`src/rtl/hw16_pkg.sv`:
```
`timescale 1ns/1ps
package hw16_pkg;
  localparam int H_W      = 16;
  localparam int S_W      = 32;
  localparam int H_EXP    = 5;
  localparam int H_FRAC   = 10;
  localparam int S_EXP    = 8;
  localparam int S_FRAC   = 23;
  localparam int H_BIAS   = 15;
  localparam int S_BIAS   = 127;
  localparam int BIAS_GAP = S_BIAS - H_BIAS;
  localparam int FRAC_PAD = S_FRAC - H_FRAC;
  localparam int LZ_W     = $clog2(H_FRAC + 1);

  typedef enum logic [2:0] {
    CL_ZERO, CL_SUB, CL_NORM, CL_INF, CL_QNAN, CL_SNAN
  } hcls_e;

  // class of a binary16 code from its exponent and fraction fields
  function automatic hcls_e classify(logic [H_W-1:0] h);
    logic [H_EXP-1:0]  e;
    logic [H_FRAC-1:0] f;
    e = h[H_W-2 -: H_EXP];
    f = h[H_FRAC-1:0];
    if (e == '0)      return (f == '0) ? CL_ZERO : CL_SUB;
    else if (e == '1) begin
      if (f == '0)            return CL_INF;
      else if (f[H_FRAC-1])   return CL_QNAN;
      else                    return CL_SNAN;
    end
    return CL_NORM;
  endfunction

  // rebias a normal exponent
  function automatic logic [S_EXP-1:0] norm_exp(logic [H_EXP-1:0] e);
    return S_EXP'(e) + S_EXP'(BIAS_GAP);
  endfunction

  // biased exponent of a subnormal after renormalization by lz+1 places
  function automatic logic [S_EXP-1:0] sub_exp(logic [LZ_W-1:0] lz);
    return S_EXP'(BIAS_GAP) - S_EXP'(lz);
  endfunction
endpackage

```
`src/rtl/hw16_lzc.sv`:
```
`timescale 1ns/1ps
module hw16_lzc #(
  parameter int W  = 10,
  parameter int CW = 4
) (
  input  logic [W-1:0]  vec_i,
  output logic [CW-1:0] cnt_o
);
  always_comb begin
    logic found;
    found = 1'b0;
    cnt_o = CW'(W);
    for (int i = W - 1; i >= 0; i--) begin
      if (!found && vec_i[i]) begin
        cnt_o = CW'(W - 1 - i);
        found = 1'b1;
      end
    end
  end
endmodule

```
`src/rtl/hw16_lane.sv`:
```
`timescale 1ns/1ps
module hw16_lane
  import hw16_pkg::*;
(
  input  logic [H_W-1:0] h_i,
  output logic [S_W-1:0] s_o,
  output logic           snan_o,
  output logic           sub_o
);
  logic              sgn;
  logic [H_EXP-1:0]  ex;
  logic [H_FRAC-1:0] fr;
  logic [LZ_W-1:0]   lz;
  logic [H_FRAC:0]   shl;
  hcls_e             cls;

  assign {sgn, ex, fr} = h_i;

  hw16_lzc #(.W(H_FRAC), .CW(LZ_W)) u_lzc (.vec_i(fr), .cnt_o(lz));

  always_comb begin
    cls = classify(h_i);
    shl = {1'b0, fr} << (lz + LZ_W'(1));
    unique case (cls)
      CL_ZERO: s_o = {sgn, {(S_W-1){1'b0}}};
      CL_SUB:  s_o = {sgn, sub_exp(lz), shl[H_FRAC-1:0], {FRAC_PAD{1'b0}}};
      CL_NORM: s_o = {sgn, norm_exp(ex), fr, {FRAC_PAD{1'b0}}};
      CL_INF:  s_o = {sgn, {S_EXP{1'b1}}, {S_FRAC{1'b0}}};
      default: s_o = {sgn, {S_EXP{1'b1}}, 1'b1, fr[H_FRAC-2:0], {FRAC_PAD{1'b0}}};
    endcase
  end

  assign snan_o = (cls == CL_SNAN);
  assign sub_o  = (cls == CL_SUB);

  always_comb begin
    if (sub_o) begin

      sub_norm_chk: assert (s_o[S_W-2 -: S_EXP] >= S_EXP'(BIAS_GAP - H_FRAC + 1)
                            && s_o[S_W-2 -: S_EXP] <= S_EXP'(BIAS_GAP)
                            && s_o[S_W-1] == h_i[H_W-1]);
    end
    if (snan_o) begin

      snan_quiet_chk: assert (s_o[S_W-2 -: S_EXP] == '1 && s_o[S_FRAC-1]);
    end
  end
endmodule

```
`src/rtl/hwiden_vec.sv`:
```
`timescale 1ns/1ps
module hwiden_vec
  import hw16_pkg::*;
#(
  parameter int LANES = 8
) (
  input  logic                 clk,
  input  logic                 rst_n,
  input  logic                 in_valid,
  input  logic [LANES*16-1:0]  src,
  input  logic                 wide_mode,
  input  logic                 daz_en,
  input  logic                 enc_bad,
  output logic                 out_valid,
  output logic [LANES*32-1:0]  dst,
  output logic                 invalid_o,
  output logic                 undef_o
);
  localparam int HALF  = LANES / 2;
  localparam int DST_W = LANES * S_W;

  logic [LANES-1:0] active, snan_raw, snan_act, sub_raw;
  logic [DST_W-1:0] res_c;
  logic             accept, reject, any_snan;
  logic             daz_unused;

  // the denormals-are-zero control is deliberately not consumed
  assign daz_unused = daz_en;

  for (genvar k = 0; k < LANES; k++) begin : g_lane
    logic [S_W-1:0] lane_s;
    hw16_lane u_lane (
      .h_i    (src[k*H_W +: H_W]),
      .s_o    (lane_s),
      .snan_o (snan_raw[k]),
      .sub_o  (sub_raw[k])
    );
    if (k < HALF) begin : g_low
      assign active[k] = 1'b1;
    end else begin : g_high
      assign active[k] = wide_mode;
    end
    assign res_c[k*S_W +: S_W] = active[k] ? lane_s : '0;
    assign snan_act[k]         = snan_raw[k] & active[k];
  end

  assign any_snan = |snan_act;
  assign accept   = in_valid & ~enc_bad;
  assign reject   = in_valid &  enc_bad;

  always_ff @(posedge clk) begin
    if (!rst_n) begin
      dst       <= '0;
      invalid_o <= 1'b0;
      out_valid <= 1'b0;
      undef_o   <= 1'b0;
    end else begin
      out_valid <= accept;
      undef_o   <= reject;
      if (accept) begin
        dst       <= res_c;
        invalid_o <= any_snan;
      end
    end
  end


  narrow_upper_zero_chk: assert property (@(posedge clk) disable iff (!rst_n)
    (accept && !wide_mode) |=> (dst[DST_W-1:DST_W/2] == '0));


  inv_active_chk: assert property (@(posedge clk) disable iff (!rst_n)
    accept |=> (invalid_o == $past(|(snan_raw & active))));


  undef_hold_chk: assert property (@(posedge clk) disable iff (!rst_n)
    reject |=> (undef_o && !out_valid && $stable(dst) && $stable(invalid_o)));


  valid_lat_chk: assert property (@(posedge clk) disable iff (!rst_n)
    accept |=> (out_valid && !undef_o));


  sub_no_inv_chk: assert property (@(posedge clk) disable iff (!rst_n)
    (accept && (sub_raw & active) == active) |=> !invalid_o);
endmodule

```
`config.mk`:
```
export PLATFORM = sky130hd
export DESIGN_NAME = hwiden_vec
export DESIGN_NICKNAME = d
export VERILOG_FILES = /design/src/rtl/hw16_pkg.sv /design/src/rtl/hw16_lzc.sv /design/src/rtl/hw16_lane.sv /design/src/rtl/hwiden_vec.sv
export SDC_FILE = /design/constraint.sdc
export NUM_CORES = 1
export LEC_CHECK = 0
export BUFFER_PORTS_ARGS = -buffer_cell sky130_fd_sc_hd__buf_4
export CAP_MARGIN = 0
export CELL_PAD_IN_SITES_DETAIL_PLACEMENT = 0
export CELL_PAD_IN_SITES_GLOBAL_PLACEMENT = 2
export CORE_ASPECT_RATIO = 0.75
export CORE_MARGIN = 1.5
export CORE_UTILIZATION = 30
export CTS_BUF_LIST = sky130_fd_sc_hd__clkbuf_4
export CTS_CLUSTER_SIZE = 24
export DETAILED_ROUTE_END_ITERATION = 10
export PLACE_DENSITY_LB_ADDON = 0.1
export SYNTH_ARGS = -nofsm -noshare
export SYNTH_HDL_FRONTEND = slang
export SYNTH_SLANG_ARGS = --single-unit
export TNS_END_PERCENT = 50
```
`constraint.sdc`:
```
create_clock -name clk -period 8.68 [get_ports clk]
set_input_delay 1.302 -clock clk [delete_from_list [all_inputs] [get_ports clk]]
set_output_delay 1.302 -clock clk [all_outputs]
set_load 0.1 [all_outputs]
```
==> flow_metrics.py <==
metrics = {
    "worst_setup_path": {
        "critical_path.max_fanout": 13,
        "arrival_ps": 5270,
        "crit_path_end_kind": "flip-flop",
        "crit_type": "input pin to flip-flop",
        "r2r_cells": 4,
        "start_kind": "input pin",
        "crit_required_ps": 9180,
    },
    "floorplan": {
        "core_sq_mm": 0.0371,
        "dieArea_sq_mm": 0.0389,
        "die_w_microns": 227,
        "num_rows": 61,
        "ioPinCount": 393,
        "initial_utilization_pct": 30.5,
        "die_y_microns": 171,
    },
    "global_route": {
        "overflow": 0,
        "grt_start_max_net_pins": 77,
        "antenna_found_initial": 1,
        "grt_pass1_wl_microns": 66100,
        "grt.total_usage_pct": 21.9,
        "grt_pass1_vias": 10800,
    },
    "hold_path": {
        "min_path_cells": 2,
        "hold_class": "flip-flop to flip-flop",
    },
    "yosys": {
        "yosys_warnings": 0,
        "synth_area_sq_mm": 0.0113,
        "synth_edf_count": 0,
        "ys.flop_type": "dfxtp_1",
        "yosysSeqAreaShare_pct": 26.0,
        "syn_inst": 1525,
        "synthArstFlopShare_pct": 0,
        "ys_ff_latch": 147,
        "synth.distinct_cells": 82,
        "syn-mean-instance-area_sq_um": 7.42,
    },
    "drt": {
        "met2_length_microns": 18600,
        "drt-initial-drc-count": 1072,
        "antenna_left": 0,
        "first_pass_iters": 7,
        "vias_per_cell": 5.31,
        "drc_errors": 0,
        "maxUsedRoutingLayer": "met4",
        "drt-met1-wl_microns": 21900,
        "routed_wirelength_microns": 43600,
        "num_vias": 12000,
        "routed-wl-met3_microns": 2780,
        "wire_per_inst_microns": 19.3,
    },
    "flow_run": {
        "cap_violations": 0,
    },
    "place": {
        "pre_cts_slack_ps": 3350,
        "post-dp-hpwl_microns": 32300,
        "place_congestion": 0.863,
        "port_buffers": 287,
        "placed_area_sq_mm": 0.0133,
    },
    "cts": {
        "cts_resized": 0,
        "cts-root-buf": "clkbuf_4",
        "hold_buffers": 0,
        "cts_setup_buffers": 0,
        "cts_tree": "done",
        "cts.sinks": 147,
        "ctsHtreeMaxLevel": 4,
        "clk_pin_slew_ps": 140,
        "cts_buffers": 17,
        "clock_path_buffers": 2,
        "clock_latency_ps": 600,
    },
    "power_and_ir_drop": {
        "share_comb_of_total_power_pct": 44.8,
        "power_density_mw_per_mm2": 153,
        "ir_drop_v": 0.0000802,
        "sw_frac_of_total_pct": 50.2,
        "p_seq_share_pct": 34.8,
        "internal_power_mw": 1.04,
        "p_clk_share_pct": 20.4,
        "leakagePower_nw": 5.72,
        "p_sw_mw": 1.05,
    },
    "timing": {
        "worst_pin_slew_ps": 1060,
        "maxSlewViolCount": 0,
        "timing.fmax_ghz": 0.210,
        "fin_skew_ps": 0,
        "holdWs_ps": 473,
        "rsz0062_at_grt": "no",
        "tns_ps": 0,
        "setup_ws_ps": 3910,
        "min_period_over_period_pct": 55.0,
        "hold_viol": 0,
        "setup_viol": 0,
        "period_needed_ps": 4770,
        "maxSlewHeadroom_pct": 29.1,
    },
    "layout": {
        "drive_above_1_share_pct": 20.8,
        "fin_area_sq_mm": 0.0136,
        "fin_nets": 1887,
        "syn_to_final_growth_pct": 20.1,
        "fin_util_pct": 36.6,
    },
    "outcome": {
        "status": "complete, no violations",
    },
}
==> registers in the layout, indices dropped and copies added, names as in the netlist <==
name       flops
dst          144
invalid_o      1
out_valid      1
undef_o        1
==> metal layers <==
metal | up-vias | global-route usage, %
met3 | 21 | 4.14
met1 | 5731 | 33.6
met5 | - | 0
met4 | 0 | 3.77
met2 | 431 | 31.4
li1 | 5795 | -
==> cell usage in the layout (no fill, tap or decap), types with 17 or more instances in the layout <==
cell      count
buf_4       297
nor3_1       38
nor3b_1      17
inv_1        50
a31oi_1      30
nor2b_1      21
o211ai_1     18
and2_1       34
nor2_1      114
nand2_1     165
o21ai_0     130
conb_1      104
clkbuf_4     18
nor4_1       26
a21boi_0     29
a21oi_1     117
dfxtp_1     147
nand3_1      31
a221oi_1     32
xnor2_1      18
mux2i_1      50
==> cells in the mapped netlist (14+ instances only) <==
cell type	instances	area, sq um
and2_1	34	213
a221oi_1	32	280
nor2_1	114	428
xnor2_1	18	158
o211ai_1	18	135
nor4_1	26	163
a31oi_1	30	188
a211oi_1	14	105
dfxtp_1	147	2940
a21oi_1	117	586
nand3_1	31	155
nand2_1	165	619
clkbuf_1	83	312
ha_1	16	200
o21ai_0	130	651
inv_1	50	188
mux2i_1	50	500
nor2b_1	22	138
a21boi_0	29	218
nor3b_1	17	128
buf_4	115	863
nor3_1	38	190
and3_1	14	87.6
nand2b_1	14	87.6
==> power groups by stage <==
stage	Sequential (mW)	Combinational, mW	Clock, mW
floorplan	0.963	0.527	0
global placement	0.740	0.934	0
detailed placement	0.740	0.929	0
CTS	0.726	0.931	0.449
global route	0.730	0.987	0.478
finish	0.726	0.934	0.424
==> cell families after synthesis <==
kind of cell | Yosys count | share of synthesized area [%]
AND/OR/NAND/NOR | 512 | 22.0
AO/OA/AOI/OAI | 498 | 28.7
other | 1 | 0.0332
flip-flops | 147 | 26.0
buffers and inverters | 260 | 12.7
adder cells (fa/ha/maj) | 16 | 1.77
XOR/XNOR | 21 | 1.63
multiplexers | 70 | 7.18
==> worst max-delay path, cell delays in order <==
cell and delay [ps]:
buf_4 140, or4_1 590, nor4_1 700, nor2_1 220, a21oi_4 380, inv_1 200
ha_1 680, mux4_2 380, mux2_2 280, a222oi_1 310, nor3b_1 80
==> final cells by class <==
class                   count  area [sq um]
fillers                  4112         23500
inverters                  53           204
repair buffers            297          2230
clock inverters            14           106
well taps                 504           631
flip-flops and latches    147          2940
multi-input cells        1221          7330
diodes                      1          2.50
clock buffers              18           135
==> per-stage QoR <==
step                power (mW)  std cells
floorplan                 1.49       1628
global placement          1.67       2222
detailed placement        1.67       2222
CTS                       2.11       2254
global route              2.19       2255
finish                    2.08       2255
==> path summary, 6_finish.rpt <==
| kind | to | slack (ps) | start |
|---|---|---|---|
| setup / recovery | dst[180]$_SDFFE_PN0P_ | 3910 | src[87] |
| hold / removal | dst[241]$_SDFFE_PN0P_ | 470 | dst[241]$_SDFFE_PN0P_ |
| hold reg to reg | dst[241]$_SDFFE_PN0P_ | 470 | dst[241]$_SDFFE_PN0P_ |
| setup reg to reg | dst[150]$_SDFFE_PN0P_ | 7590 | dst[150]$_SDFFE_PN0P_ |
(Power assumes the default switching activity.)
